$ cat config.mk
export PLATFORM = sky130hd
export DESIGN_NAME = cadence_classifier
export DESIGN_NICKNAME = d
export VERILOG_FILES = /design/src/rtl/ccc_pkg.sv /design/src/rtl/ccc_sat_counter.sv /design/src/rtl/ccc_window_match.sv /design/src/rtl/cadence_classifier.sv
export SDC_FILE = /design/constraint.sdc
export NUM_CORES = 1
export LEC_CHECK = 0
export BUFFER_PORTS_ARGS = -buffer_cell sky130_fd_sc_hd__buf_2
export CELL_PAD_IN_SITES_DETAIL_PLACEMENT = 0
export CELL_PAD_IN_SITES_GLOBAL_PLACEMENT = 1
export CORE_MARGIN = 5
export CORE_UTILIZATION = 25
export CTS_BUF_LIST = sky130_fd_sc_hd__clkbuf_4 sky130_fd_sc_hd__clkbuf_8
export DETAILED_ROUTE_END_ITERATION = 10
export PLACE_DENSITY_LB_ADDON = 0.1
export SLEW_MARGIN = 0
export SYNTH_ARGS = -nofsm -noshare
export SYNTH_HDL_FRONTEND = slang
export SYNTH_SLANG_ARGS = --single-unit
$ cat constraint.sdc
create_clock -name clk_i -period 3.2 [get_ports clk_i]
set_clock_uncertainty 0.2 [all_clocks]
set_input_delay 0.16 -clock clk_i [delete_from_list [all_inputs] [get_ports clk_i]]
set_output_delay 0.16 -clock clk_i [all_outputs]
set_load 0.01 [all_outputs]
$ cat src/rtl/ccc_pkg.sv
package ccc_pkg;

    typedef enum logic [2:0] {
        CLS_UNKNOWN = 3'd0,
        CLS_DIAL    = 3'd1,
        CLS_BUSY    = 3'd2,
        CLS_REORDER = 3'd3,
        CLS_RINGING = 3'd4
    } cls_e;

    // nominal interval length in ticks
    function automatic int ticks_of(input int ms, input int hz);
        return (ms * hz) / 1000;
    endfunction

    function automatic int win_lo(input int nom, input int tol);
        return (nom * (100 - tol)) / 100;
    endfunction

    function automatic int win_hi(input int nom, input int tol);
        return (nom * (100 + tol)) / 100;
    endfunction

    // counter width covering the longest window and the continuous threshold
    function automatic int cnt_width(input int hz, input int tol, input int cont_ms);
        int longest;
        int cont;
        longest = win_hi(ticks_of(4000, hz), tol);
        cont    = ticks_of(cont_ms, hz);
        if (cont > longest) longest = cont;
        return $clog2(longest + 2);
    endfunction

endpackage

$ cat src/rtl/ccc_sat_counter.sv
module ccc_sat_counter #(
    parameter int W = 8
) (
    input  logic         clk_i,
    input  logic         rst_i,
    input  logic         clr_i,
    input  logic         inc_i,
    output logic [W-1:0] cnt_o
);
    localparam logic [W-1:0] TOP = {W{1'b1}};

    logic [W-1:0] cnt_d, cnt_q;

    always_comb begin
        cnt_d = cnt_q;
        if (clr_i) begin
            cnt_d = '0;
        end else if (inc_i && (cnt_q != TOP)) begin
            cnt_d = cnt_q + 1'b1;
        end
    end

    always_ff @(posedge clk_i) begin
        if (rst_i) cnt_q <= '0;
        else       cnt_q <= cnt_d;
    end

    assign cnt_o = cnt_q;
endmodule

$ cat src/rtl/ccc_window_match.sv
module ccc_window_match
    import ccc_pkg::*;
#(
    parameter int TICK_HZ = 1000,
    parameter int TOL_PCT = 20,
    parameter int CNT_W   = 13
) (
    input  logic [CNT_W-1:0] on_len_i,
    input  logic [CNT_W-1:0] off_len_i,
    output cls_e             cls_o
);
    localparam int NPAT = 3;
    localparam int ON_MS  [NPAT] = '{250, 500, 2000};
    localparam int OFF_MS [NPAT] = '{250, 500, 4000};
    localparam cls_e PAT_CLS [NPAT] = '{CLS_REORDER, CLS_BUSY, CLS_RINGING};

    logic [NPAT-1:0] hit;

    for (genvar g = 0; g < NPAT; g++) begin : g_pat
        localparam int ON_NOM  = ticks_of(ON_MS[g], TICK_HZ);
        localparam int OFF_NOM = ticks_of(OFF_MS[g], TICK_HZ);
        localparam int ON_LO   = win_lo(ON_NOM, TOL_PCT);
        localparam int ON_HI   = win_hi(ON_NOM, TOL_PCT);
        localparam int OFF_LO  = win_lo(OFF_NOM, TOL_PCT);
        localparam int OFF_HI  = win_hi(OFF_NOM, TOL_PCT);
        logic on_ok, off_ok;
        assign on_ok  = (int'(on_len_i)  >= ON_LO)  && (int'(on_len_i)  <= ON_HI);
        assign off_ok = (int'(off_len_i) >= OFF_LO) && (int'(off_len_i) <= OFF_HI);
        assign hit[g] = on_ok && off_ok;
    end

    always_comb begin
        cls_o = CLS_UNKNOWN;
        for (int i = NPAT - 1; i >= 0; i--) begin
            if (hit[i]) cls_o = PAT_CLS[i];
        end
    end
endmodule

$ cat src/rtl/cadence_classifier.sv
module cadence_classifier
    import ccc_pkg::*;
#(
    parameter int TICK_HZ = 1000,
    parameter int TOL_PCT = 20,
    parameter int CONT_MS = 3000
) (
    input  logic       clk_i,
    input  logic       rst_i,
    input  logic       tick_i,
    input  logic       tone_i,
    input  logic       digit_sd_i,
    input  logic       cp_sel_i,
    output logic [2:0] class_o,
    output logic       class_valid_o,
    output logic       cadence_o,
    output logic       pin_o
);
    localparam int CNT_W      = cnt_width(TICK_HZ, TOL_PCT, CONT_MS);
    localparam int CONT_TICKS = ticks_of(CONT_MS, TICK_HZ);

    typedef struct packed {
        logic       cad;        // tone level seen last cycle
        logic       have_on;    // an on interval has been measured
        logic       dial_done;  // dial already reported for this on interval
        logic [1:0] streak;     // consecutive matching pairs (saturates at 2)
        cls_e       last;       // class of the previous pair
        cls_e       cls;        // reported code
        logic       vld;        // strobe
    } state_t;

    state_t d, q;

    logic             rise, fall;
    logic [CNT_W-1:0] on_cnt, off_cnt;
    cls_e             pair_cls;
    logic             dial_hit;

    assign rise = tone_i & ~q.cad;
    assign fall = ~tone_i & q.cad;

    ccc_sat_counter #(.W(CNT_W)) u_on_cnt (
        .clk_i (clk_i),
        .rst_i (rst_i),
        .clr_i (rise),
        .inc_i (tone_i & tick_i),
        .cnt_o (on_cnt)
    );

    ccc_sat_counter #(.W(CNT_W)) u_off_cnt (
        .clk_i (clk_i),
        .rst_i (rst_i),
        .clr_i (fall),
        .inc_i (~tone_i & tick_i),
        .cnt_o (off_cnt)
    );

    ccc_window_match #(.TICK_HZ(TICK_HZ), .TOL_PCT(TOL_PCT), .CNT_W(CNT_W)) u_match (
        .on_len_i  (on_cnt),
        .off_len_i (off_cnt),
        .cls_o     (pair_cls)
    );

    assign dial_hit = tone_i && q.cad && tick_i && !q.dial_done
                      && (int'(on_cnt) >= CONT_TICKS - 1);

    always_comb begin
        d     = q;
        d.cad = tone_i;
        d.vld = 1'b0;

        if (fall) begin
            d.have_on   = !q.dial_done;
            d.dial_done = 1'b0;
        end

        if (rise) begin
            d.have_on = 1'b0;
            if (q.have_on) begin
                if (pair_cls == CLS_UNKNOWN) begin
                    d.vld    = 1'b1;
                    d.cls    = CLS_UNKNOWN;
                    d.streak = 2'd0;
                    d.last   = CLS_UNKNOWN;
                end else if ((q.streak != 2'd0) && (q.last == pair_cls)) begin
                    if (q.streak == 2'd1) begin
                        d.vld = 1'b1;
                        d.cls = pair_cls;
                    end
                    d.streak = 2'd2;
                end else begin
                    d.streak = 2'd1;
                    d.last   = pair_cls;
                end
            end
        end

        if (dial_hit) begin
            d.vld       = 1'b1;
            d.cls       = CLS_DIAL;
            d.dial_done = 1'b1;
            d.streak    = 2'd0;
            d.last      = CLS_UNKNOWN;
        end
    end

    always_ff @(posedge clk_i) begin
        if (rst_i) begin
            q <= '{cad: 1'b0, have_on: 1'b0, dial_done: 1'b0, streak: 2'd0,
                   last: CLS_UNKNOWN, cls: CLS_UNKNOWN, vld: 1'b0};
        end else begin
            q <= d;
        end
    end

    assign class_o       = q.cls;
    assign class_valid_o = q.vld;
    assign cadence_o     = q.cad;
    assign pin_o         = cp_sel_i ? q.cad : digit_sd_i;
endmodule

**Yosys cells after proc, flatten, opt, wreduce, memory -nomap -nowiden**

Cells that the tools add are included.

- $lt $le $gt $ge: 13
- Reductions and logical operators: 33
- Mux-type cells: 13
- Add/subtract/negate cells: 2
- Eq/ne operators: 5
- Bitwise gates (word level): 6

Operators by type and width:

| operator | number |
|---|---|
| $mux 9 | 3 |
| $add 13x1->13 const B | 2 |
| $ge 13x12->1 const B | 2 |
| $ge 13x8->1 const B | 2 |
| $ge 13x9->1 const B | 2 |
| $le 13x10->1 const B | 2 |
| $le 13x9->1 const B | 2 |
| $ne 13x13->1 const B | 2 |
| $logic_and 1x1->1 | 16 |
| $ge 13x11->1 const B | 1 |
| $le 13x12->1 const B | 1 |
| $le 13x13->1 const B | 1 |
| $mux 3 | 4 |
| $reduce_bool 2->1 | 6 |
| $mux 10 | 1 |
| $mux 4 | 2 |
| $reduce_and 4->1 | 2 |
| $reduce_bool 3->1 | 2 |
| $reduce_or 2->1 | 3 |
| $and 1x1->1 | 4 |
| $eq 3x3->1 | 1 |
| $logic_not 3->1 | 1 |
| $reduce_and 3->1 | 1 |
| $eq 2x1->1 const B | 1 |
| other kinds (6) | 8 |

- Bits of input ports: 6
- Bits in registers: 38
- Logic and storage cells: 82
- Output and inout port bits: 6

**Logic depth before layout (Yosys ltp)**

Gate-level depths: netlist of run 1.

- Depth in word-level cells: 13
- Depth in mapped cells: 10
- Gate-level depth less buffers: 9

**Modules after synthesis**

Synthesis of run 1 repeated with hierarchy kept, for this count alone.

- Cell total of the unflattened synthesis: 267
- Area total of the unflattened synthesis: 2220.9 µm²

Modules (own cells, without submodules):

| module | area an instance (µm²) | times used | sequential area each (µm²) | cells an instance |
|---|---|---|---|---|
| ccc_sat_counter | 630.6 | 2 | 260.2 | 74 |
| cadence_classifier | 638.1 | 1 | 240.2 | 78 |
| ccc_window_match | 321.6 | 1 | 0.0 | 41 |

**Worst setup path after synthesis of run 1**

OpenSTA, ideal clock, no wires.

- Kind: flip-flop to flip-flop
- From: register u_on_cnt.cnt_q[0] (netlist: u_on_cnt.cnt_o[0])
- To: register q (netlist bit class_o[2])
- Arrival time: 2079 ps
- Slack: 802 ps
- Data required time: 2881 ps
- Setup time: 119 ps
- Clock period less this slack: 2398 ps
- Stages on the path, launching flop included: 10
- Path buffers: 0
- Cells stage by stage: dfxtp_1 -> inv_1 -> ha_1 -> nand4b_1 -> a31oi_1 -> nor3_4 -> or4_1 -> and2_0 -> mux2i_1 -> nor2_1

- Word-level cells in the longest chain between the ends: 10
- Elaborated cells between the ends (all ways): 27
- Those cells by class: 7 x order compare; 1 x eq/ne; 6 x mux; 13 x reduce/logical

RTL lines:

| item | RTL line | RTL |
|---|---|---|
| start: declaration | ccc_sat_counter.sv:12 | `logic [W-1:0] cnt_d, cnt_q;` |
| start signal: assignment | ccc_sat_counter.sv:25 | `else cnt_q <= cnt_d;` |
| $ge 13x11->1 or $le 13x12->1 (tied branches) | ccc_window_match.sv:27 | `assign on_ok = (int'(on_len_i) >= ON_LO) && (int'(on_len_i) <= ON_HI);` |
| $logic_and 1x1->1 | ccc_window_match.sv:27 |  |
| $logic_and 1x1->1 | ccc_window_match.sv:29 | `assign hit[g] = on_ok && off_ok;` |
| $mux 3 (3 in a row) | ccc_window_match.sv:35 | `if (hit[i]) cls_o = PAT_CLS[i];` |
| $eq 3x3->1 | cadence_classifier.sv:85 | `end else if ((q.streak != 2'd0) && (q.last == pair_cls)) begin` |
| $logic_and 1x1->1 | cadence_classifier.sv:85 |  |
| $reduce_bool 2->1 (no line) | -- |  |
| $reduce_and 4->1 (no line) | -- |  |
| end signal: assignment | cadence_classifier.sv:109 | `q <= '{cad: 1'b0, have_on: 1'b0, dial_done: 1'b0, streak: 2'd0,` |
| end: declaration | cadence_classifier.sv:32 | `state_t d, q;` |

Parallel ways exist; a longest one is shown, timed or not. The select of a mux whose other input is x is not followed.
A chain may end at the register's enable or synchronous reset.

**Worst setup path after layout of run 1**

- From: input port tone_i
- To: register q (netlist bit class_o[1])

- Word-level cells in the longest chain between the ends: 5
- Elaborated cells between the ends (all ways): 7
- Those cells by class: 1 x bitwise; 6 x reduce/logical

RTL lines:

| item | RTL line | RTL |
|---|---|---|
| start: declaration | cadence_classifier.sv:11 | `input logic tone_i,` |
| $logic_and 1x1->1 (3 in a row) | cadence_classifier.sv:64 | `assign dial_hit = tone_i && q.cad && tick_i && !q.dial_done` |
| $logic_and 1x1->1 | cadence_classifier.sv:65 | `&& (int'(on_cnt) >= CONT_TICKS - 1);` |
| $reduce_or 2->1 (no line) | -- |  |

Parallel ways exist; a longest one is shown, timed or not.

==> results of run 1 <==
==> worst max-delay path: cells and delay by family <==
kind / cells / cell delay [ns]
AO/OA/AOI/OAI: 3 / 0.48
buffers and inverters: 3 / 0.74
multiplexers: 1 / 0.26
AND/OR/NAND/NOR: 3 / 1.05
==> area by class of cell <==
cell class	count	area (sq um)
Fill cell	921	5930
Multi-Input combinational cell	202	1250
Sequential cell	38	761
Tap cell	105	131
Timing Repair Buffer	14	85.1
Clock buffer	5	68.8
Inverter	11	41.3
Clock inverter	3	40.0
==> power by group <==
part           leakage, nW  switching [mW]  total [mW]  internal (mW)
combinational        0.433          0.0261      0.0424         0.0163
sequential           0.307         0.00453       0.481          0.476
clock               0.0579           0.178       0.407          0.230
==> cell usage in the layout, fill, tap and decap left out, types with 2 or more instances in the layout <==
master	netlist	layout
a2111o_1	2	2
a211oi_1	3	3
a21o_1	2	2
a21oi_1	16	16
a31oi_1	9	9
and3_1	5	5
buf_2	8	11
clkbuf_8	0	5
clkinv_2	0	2
dfxtp_1	38	38
dlygate4sd3_1	0	3
ha_1	4	4
inv_1	11	11
mux2i_1	3	3
nand2_1	26	26
nand2b_1	3	3
nand3_1	7	7
nand4_1	10	10
nand4b_1	2	2
nor2_1	34	34
nor2b_1	2	2
nor3_1	10	10
nor4_1	3	3
o211ai_1	3	3
o21ai_0	7	7
or2_2	3	3
or3_1	8	8
xnor2_1	6	6
xor2_1	11	11
==> routing by layer <==
| layer | wire (um) | part of all wire | up-vias | track usage |
|---|---|---|---|---|
| met5 | 0 | 0 | - | 0 |
| met4 | 36 | 0.0069 | 0 | 0.0313 |
| met3 | 163 | 0.031 | 2 | 0.0250 |
| met2 | 2500 | 0.48 | 21 | 0.176 |
| met1 | 2510 | 0.48 | 847 | 0.138 |
| li1 | - | - | 954 | - |
==> synthesized netlist by cell type, types with 2 or more instances <==
library cell | instances | area share
or2_2 | 3 | 0.0088
buf_2 | 8 | 0.019
a211oi_1 | 3 | 0.011
nand3_1 | 7 | 0.016
xnor2_1 | 6 | 0.025
mux2i_1 | 3 | 0.014
ha_1 | 4 | 0.023
nand4_1 | 10 | 0.029
and3_1 | 5 | 0.015
o21ai_0 | 7 | 0.016
inv_1 | 11 | 0.019
nand2b_1 | 3 | 0.0088
clkbuf_1 | 9 | 0.016
a2111o_1 | 2 | 0.011
nand4b_1 | 2 | 0.0082
a21o_1 | 2 | 0.0070
or3_1 | 8 | 0.023
a21oi_1 | 16 | 0.037
nor2b_1 | 2 | 0.0058
o211ai_1 | 3 | 0.011
dfxtp_1 | 38 | 0.35
a31oi_1 | 9 | 0.026
nor2_1 | 34 | 0.060
nor4_1 | 3 | 0.0088
buf_4 | 3 | 0.011
nand2_1 | 26 | 0.046
nor3_1 | 10 | 0.023
xor2_1 | 11 | 0.045
==> state kept, by name, indices dropped and copies added (netlist names) <==
signal,count
q,7
cadence_o,1
class_valid_o,1
u_on_cnt.cnt_o,13
u_off_cnt.cnt_o,13
class_o,3
==> logic make-up after synthesis <==
| group | after synthesis |
|---|---|
| buffers and inverters | 31 |
| multiplexers | 4 |
| AO/OA/AOI/OAI | 52 |
| XOR/XNOR | 17 |
| flip-flops | 38 |
| adder cells (fa/ha/maj) | 4 |
| AND/OR/NAND/NOR | 125 |
==> worst max-delay path by stage <==
stage	to	slack (ns)	depth (start not counted)
3_3_place_gp	class_o[2]	0.53	8
2_1_floorplan	class_o[2]	0.80	9
4_1_cts	class_o[1]	0.49	10
3_5_place_dp	class_o[2]	0.53	9
5_1_grt	class_o[2]	0.27	8
6_report	class_o[1]	0.53	10
==> repair_timing <==
item / CTS / global route
endpoints found under the hold margin: 7 / 0
endpoints found under the setup margin: 0 / 0
hold buffers: 3 / 0
==> qor.yml, run 1 <==
status:
  status: "finished, final reports clean"
logic_synthesis:
  synth_edf_count: 0
  avgSynthCellArea_sq_um: 7.91
  synth_top_family_by_area: "simple AND/OR/NAND/NOR gates"
  synth-adder-area-share: 0.0233
  muxShareOfSynthArea: 0.0193
  synth-simple-area-share: 0.305
  synth_cell_type_count: 51
  ys_warn_count: 0
  ys.flop_type: "dfxtp_1"
  ys_seq_area_frac: 0.355
  synthesis.area_sq_um: 2140
  synth_nets: 281
  synthCells: 271
  synth_compound_area_frac: 0.164
  synth_xor_area_frac: 0.0694
  synthArstFlopShare: 0
  ys_ff_latch: 38
critical_path:
  cp-start-kind: "input pin"
  worstSetupPathType: "in2reg"
  r2r-start: "u_on_cnt.cnt_o[0]"
  startpoint: "tone_i"
  reg2reg_to: "class_o[2]"
  reg2reg_slack_ns: 0.54
  critPathSlowestCell: "or4b_2"
  cp_cell_sequence: "dlygate4sd3_1, buf_2, inv_1, nor2_1, nand2_1, or4b_2, mux2i_1, o31ai_4, o21bai_1, a21oi_1"
  reg2regPathDepth: 9
  crit_path_end_kind: "flip-flop"
  crit_arrival_ns: 2.70
  crit_required_ns: 3.22
  max_stage_delay_ns: 0.68
  critPathMaxFanout: 7
finish:
  finish.utilization: 0.286
  antenna_cells: 0
  nets: 282
  final_cells: 378
  drive_gt1_frac: 0.110
  final_cell_area_sq_um: 2370
  area_growth_pct: 10.7
timing:
  worst_slack_ns: 0.528
  finalHoldViolCount: 0
  max_freq_mhz: 374
  maxSlewHeadroom: 0.570
  finalSetupViolations: 0
  setup-tns-final_ns: 0
  tightest_slew_ns: 0.640
  finalCriticalPeriod_ns: 2.67
  holdWs_ns: 0.268
  maxSlewViolCount: 0
  finalCritPeriodShare: 0.835
  rsz0062_at_grt: "false"
clock_network:
  clk_path_buf_depth: 2
  ctsResizeCount: 0
  cts_tree: "done"
  numCtsBuffers: 5
  insertion_delay_ns: 0.29
  clk_pin_slew_ns: 0.08
  cts_sinks: 38
  clockRootBuffer: "clkbuf_8"
  htree_num_levels: 2
  post_cts_buffers: 0
min_path:
  min_from: "class_o[1]"
  hold_depth: 2
  min_to: "class_o[1]"
  hold_class: "reg2reg"
floorplanning:
  row_count: 33
  die_area_sq_um: 10500
  io_pins: 12
  die_w_um: 103
  die_h_um: 103
  core_area_sq_um: 8300
  start_util: 0.258
global_routing:
  grt_pass1_vias: 1795
  grt_pass1_wl_um: 8820
  grt_max_degree: 15
  grt_util_all_layers: 0.106
  overflow: 0
  grt_antenna_before_repair: 0
place:
  io_buffers: 11
  dp.final_hpwl_um: 3850
  dpl.cell_count: 367
  place_ws_ns: 0.531
  place_area_sq_um: 2230
  gp_congestion: 0.736
run:
  maxCapViolCount: 0
drt:
  firstDrtPassIters: 4
  avgRoutedWirePerCell_um: 13.8
  vias: 1824
  drt_wl_total_um: 5210
  drtIter0Drc: 51
  via_per_inst: 4.83
  ant_nets: 0
  drc: 0
power_and_ir_drop:
  p_total_mw: 0.931
  power.density_nw_per_um2: 392
  ir_drop_mv: 0.229
  p_leak_nw: 0.797
No activity file was read; power rests on OpenSTA's default activity.
==> inputs of run 2 (changes only) <==
- ABC_AREA: default -> 1
- clock period: 3.2 -> 2.3 ns (I/O delays scaled with it)
==> run 2 against run 1 <==
  * Flip-flop and latch count unchanged
  * Register-to-register slack lost 0.38 ns
  * Critical path type is now reg2reg
  * Count of clock-buffer cells in the layout is 1 higher
  * Setup slack worse by 0.37 ns
  * Non-clock buffer count increased by 11
  * Routed wire length is 34% higher
  * Critical path depth decreased by 2
  * Largest power group unchanged
  * Highest routed layer unchanged
  * Synthesized cell count up 53%
  * Total power is 47% higher
==> qor.yml, run 2 <==
power_and_ir_drop:
  p_int_mw: 1.05
  p_sw_frac: 0.233
  power_frac_seq: 0.491
  p_leak_nw: 1.35
  p_sw_mw: 0.319
  combPwrFrac: 0.066
  power.density_nw_per_um2: 466
  pwr-share-clk: 0.443
  ir_drop_mv: 0.293
  p_total_mw: 1.37
drt:
  drc: 0
  drt_wl_total_um: 6990
  via_per_inst: 4.41
  avgRoutedWirePerCell_um: 12.3
  drtIter0Drc: 118
  firstDrtPassIters: 4
  ant_nets: 0
  vias: 2504
logic_synthesis:
  synth_nets: 424
  synth_most_common_cell: "nand2_1"
  synthesis.area_sq_um: 2530
  ys_warn_count: 0
  synthArstFlopShare: 0
  synth_edf_count: 0
  synthCells: 414
  yosysTopAreaCell: "dfxtp_1"
  ys_seq_area_frac: 0.301
  ys_ff_latch: 38
  ys.flop_type: "dfxtp_1"
  avgSynthCellArea_sq_um: 6.11
  synth_area_leaders: "dfxtp_1 (30%), nand2_1 (15%), nor2_1 (8.5%)"
  yosys-top-cells-count: "nand2_1 (98), nor2_1 (57), inv_1 (55), dfxtp_1 (38), nand3_1 (31)"
  synth_cell_type_count: 33
  yosys.area.top_type_share: 0.301
timing:
  finalCriticalPeriod_ns: 2.14
  holdWs_ns: 0.271
  max_freq_mhz: 468
  finalHoldViolCount: 0
  finalSetupViolations: 0
  rsz0062_at_grt: "false"
  tightest_slew_ns: 0.373
  maxSlewHeadroom: 0.749
  maxSlewViolCount: 0
  worst_slack_ns: 0.161
  finalCritPeriodShare: 0.930
  setup-tns-final_ns: 0
global_routing:
  grt_util_all_layers: 0.118
  grt_pass1_wl_um: 12000
  grt_max_degree: 13
  grt_antenna_before_repair: 0
  overflow: 0
  grt_pass1_vias: 2433
floorplanning:
  row_count: 36
  core_area_sq_um: 9820
  die_h_um: 111
  die_area_sq_um: 12200
  die_w_um: 111
  io_pins: 12
  start_util: 0.258
place:
  dpl.cell_count: 553
  place_ws_ns: 0.0229
  io_buffers: 11
  dp.final_hpwl_um: 5650
  gp_congestion: 0.791
critical_path:
  crit_path_end_kind: "flip-flop"
  crit_required_ns: 2.33
  cp-start-kind: "flip-flop"
  crit_arrival_ns: 2.16
  worstSetupPathType: "reg2reg"
  critPathMaxFanout: 6
finish:
  final_cells: 568
  final_cell_mix: "nand2_1 (95), nor2_1 (55), inv_1 (53)"
  fillers: 1119
  area_growth_pct: 15.9
  multi_input_area_sq_um: 1450
  final_common_cell: "nand2_1"
  regArea_sq_um: 767
  antenna_cells: 0
  nets: 445
  drive_gt1_frac: 0.175
run:
  maxCapViolCount: 0
clock_network:
  cts_tree: "done"
  htree_num_levels: 2
  cts_sinks: 38
  insertion_delay_ns: 0.30
  clk_pin_slew_ns: 0.08
  clockRootBuffer: "clkbuf_8"
  numCtsBuffers: 5
  clk_path_buf_depth: 2
min_path:
  hold_class: "reg2reg"
status:
  status: "finished, final reports clean"
[run 2: cell types whose count changed after synthesis, sizes merged, moves of 6 or more]
cell | previous run | this run
or3 | 8 | 1
clkbuf | 9 | 2
inv | 11 | 68
nand2 | 26 | 106
xor2 | 11 | 0
o21ai | 8 | 22
nand3 | 7 | 37
a21oi | 17 | 29
a31oi | 9 | 1
xnor2 | 6 | 0
nor2 | 34 | 63
[run 2: worst paths after layout]
kind,start,slack [ns],cells past startpoint,endpoint
worst max-delay path,u_on_cnt.cnt_o[8],0.16,8,u_on_cnt.cnt_o[12]
worst min-delay path,q[8],0.27,2,q[8]
worst max register to register,u_on_cnt.cnt_o[8],0.16,8,u_on_cnt.cnt_o[12]
worst min register to register,q[8],0.27,2,q[8]
[run 2: power groups by stage]
stage                     Clock [mW]  Combinational, mW  Sequential (mW)
final                          0.605             0.0897            0.670
after global routing           0.654              0.103            0.671
after CTS                      0.633             0.0895            0.670
after detailed placement           0             0.0838            0.685
after global placement             0             0.0856            0.685
after floorplan                    0             0.0523            0.684
[run 2: layer usage]
| metal | global-route usage | part of all wire |
|---|---|---|
| met5 | 0 | 0 |
| met4 | 0.0353 | 0.015 |
| met3 | 0.0202 | 0.026 |
| met2 | 0.192 | 0.46 |
| met1 | 0.158 | 0.50 |
[run 2: logic make-up after synthesis]
group / after synthesis / share of synthesized area
mux: 1 / 0.00395
buf+inv: 80 / 0.134
compound gates: 57 / 0.126
flops: 38 / 0.301
simple gates: 234 / 0.416
fa+ha+maj: 4 / 0.0198
[run 2: metrics by stage]
step | util | cell area, sq um
finish | 0.299 | 2930
global route | 0.299 | 2930
CTS | 0.294 | 2890
detailed placement | 0.277 | 2720
global placement | 0.277 | 2720
floorplan | - | 2530
[run 2: final cells by class]
type / instances / share of cell area
clock buffer: 6 / 0.0282
tap: 133 / 0.0567
clock inverter: 1 / 0.0102
timing repair buffer: 25 / 0.0589
inverter: 69 / 0.0892
sequential: 38 / 0.262
multi-input combinational: 296 / 0.495
[run 2: worst max-delay path, stage by stage, from the launching register on]
cell	delay, ns
dfxtp_1	0.37
buf_4	0.17
nand2_1	0.05
nor2_1	0.13
nand4_1	0.17
nor2_2	0.21
nand3_1	0.09
dlygate4sd3_1	0.57
a21oi_1	0.12
[run 2: what timing repair did]
action	in CTS	in global routing
pin swaps	1	3
hold buffers	5	0
buffers inserted	1	2
endpoints found under the hold margin	5	0
gates resized for setup	0	14
endpoints found under the setup margin	1	15
==> inputs of run 3 (changes only) <==
- BUFFER_PORTS_ARGS: -buffer_cell sky130_fd_sc_hd__buf_2 -> -buffer_cell sky130_fd_sc_hd__buf_4
- CORE_UTILIZATION: 25 -> 30
- clock period: 2.3 -> 2.6 ns (I/O delays scaled with it)
==> run 3 against run 2 <==
  * Count of clock-buffer cells in the layout increased by 1
  * Maximum frequency decreased by 2.7%
  * Highest routed layer unchanged
  * Setup slack improved by 0.24 ns
  * Sequential share of layout area increased by 0.69 points
  * Via count decreased by 0.36%
  * Routed wire length decreased by 4.9%
  * Global-route usage increased by 2.1 points
  * First-iteration DRC count decreased by 42%
  * Register-to-register slack improved by 0.24 ns
  * Die area decreased by 15%
  * Flip-flop and latch count unchanged
  * Clock power decreased by 25%
==> qor.yml, run 3 (synthesized netlist as in run 2, its figures left out) <==
status:
  status: "finished, final reports clean"
finish:
  finish.utilization: 0.345
  regArea_sq_um: 761
  area_growth_pct: 12.0
  multi_input_area_sq_um: 1430
  drive_gt1_frac: 0.135
  final_cells: 535
  fillers: 912
  final_common_cell: "nand2_1"
  final_cell_mix: "nand2_1 (98), nor2_1 (57), inv_1 (55)"
  nets: 439
  antenna_cells: 0
drt:
  drtIter0Drc: 69
  firstDrtPassIters: 4
  vias: 2495
  met1Wirelength_um: 3290
  avgRoutedWirePerCell_um: 12.4
  drc: 0
  drt_wl_total_um: 6640
  via_per_inst: 4.66
  wl_met2_um: 3080
  top_layer_used: "met4"
  wl_met3_um: 191
  ant_nets: 0
power_and_ir_drop:
  power.density_nw_per_um2: 397
  p_leak_nw: 1.31
  ir_drop_mv: 0.195
  p_total_mw: 1.13
clock_network:
  ctsResizeCount: 0
  cts_sinks: 38
  clk_pin_slew_ns: 0.08
  clockRootBuffer: "clkbuf_8"
  clk_path_buf_depth: 2
  numCtsBuffers: 5
  insertion_delay_ns: 0.29
  htree_num_levels: 2
  cts_tree: "done"
place:
  io_buffers: 11
  gp_congestion: 0.844
  dp.final_hpwl_um: 5320
  dpl.cell_count: 522
global_routing:
  grt_pass1_wl_um: 11400
  grt_pass1_vias: 2334
  grt_antenna_before_repair: 0
  grt_util_all_layers: 0.139
  grt_max_degree: 13
  overflow: 0
critical_path:
  crit_arrival_ns: 2.19
  crit_required_ns: 2.59
  critPathMaxFanout: 7
  worstSetupPathType: "reg2reg"
  crit_path_end_kind: "flip-flop"
  cp-start-kind: "flip-flop"
timing:
  finalCriticalPeriod_ns: 2.20
  maxSlewViolCount: 0
  finalSetupViolations: 0
  finalHoldViolCount: 0
  setup-tns-final_ns: 0
  rsz0062_at_grt: "false"
  max_freq_mhz: 455
  finalCritPeriodShare: 0.846
  tightest_slew_ns: 0.359
  maxSlewHeadroom: 0.760
floorplanning:
  die_h_um: 102
  io_pins: 12
  core_area_sq_um: 8220
  die_area_sq_um: 10400
  row_count: 33
  die_w_um: 102
  start_util: 0.308
min_path:
  hold_class: "reg2reg"
run:
  maxCapViolCount: 0
## run 3: cell types whose count changed in the layout (fill, tap and decap cells not counted), moves of 2 or more
cell | before | now
buf_2 | 11 | 0
buf_4 | 9 | 14
dfxtp_1 | 33 | 38
dfxtp_2 | 5 | 0
inv_1 | 53 | 55
inv_2 | 14 | 12
nand2_1 | 95 | 98
nand2_2 | 11 | 8
nor2_1 | 55 | 57
nor2_2 | 7 | 5
## run 3: worst paths after layout
path,from,to,slack [ns],cells after the start
setup / recovery,u_on_cnt.cnt_o[0],u_on_cnt.cnt_o[11],0.40,11
hold reg to reg,q[7],q[7],0.28,2
hold / removal,q[7],q[7],0.28,2
setup reg to reg,u_on_cnt.cnt_o[0],u_on_cnt.cnt_o[11],0.40,11
## run 3: critical path: stages (launching register included)
cell     delay (ns)
dfxtp_1        0.35
ha_1           0.27
nand4_1        0.18
nor2_2         0.07
a21oi_4        0.21
nand2_1        0.14
nor2_2         0.15
nand2_1        0.11
nor2_1         0.15
nand2_1        0.09
o21ai_1        0.12
a21oi_1        0.05
## run 3: final cells by class
| type | instances | area share |
|---|---|---|
| inverter | 69 | 0.0923 |
| sequential | 38 | 0.268 |
| clock buffer | 7 | 0.0318 |
| timing repair buffer | 19 | 0.0547 |
| tap | 105 | 0.0464 |
| clock inverter | 1 | 0.00177 |
| multi-input combinational | 296 | 0.505 |
## run 3: metal layers
metal,vias to the layer above,track usage
met3,7,0.0280
met1,1104,0.185
met4,0,0.0373
met5,-,0
met2,42,0.230
li1,1342,-
## run 3: metrics by stage
stage	cell area (sq um)	hold slack (ns)	setup WS [ns]
finish	2830	0.282	0.401
global route	2830	0.313	0.117
CTS	2830	0.284	0.365
detailed placement	2690	0.140	0.386
global placement	2690	0.134	0.377
floorplan	2530	0.00238	0.710
## run 3: repair_timing
item	4_1_cts	5_1_grt
buffers inserted	0	0
hold buffers	5	0
setup endpoints to repair	0	0
endpoints found under the hold margin	8	0
## run 3: power breakdown
group          switching, mW  internal, mW  total, mW
registers            0.00442         0.588      0.592
clock network          0.228         0.225      0.453
logic                 0.0491        0.0315     0.0806
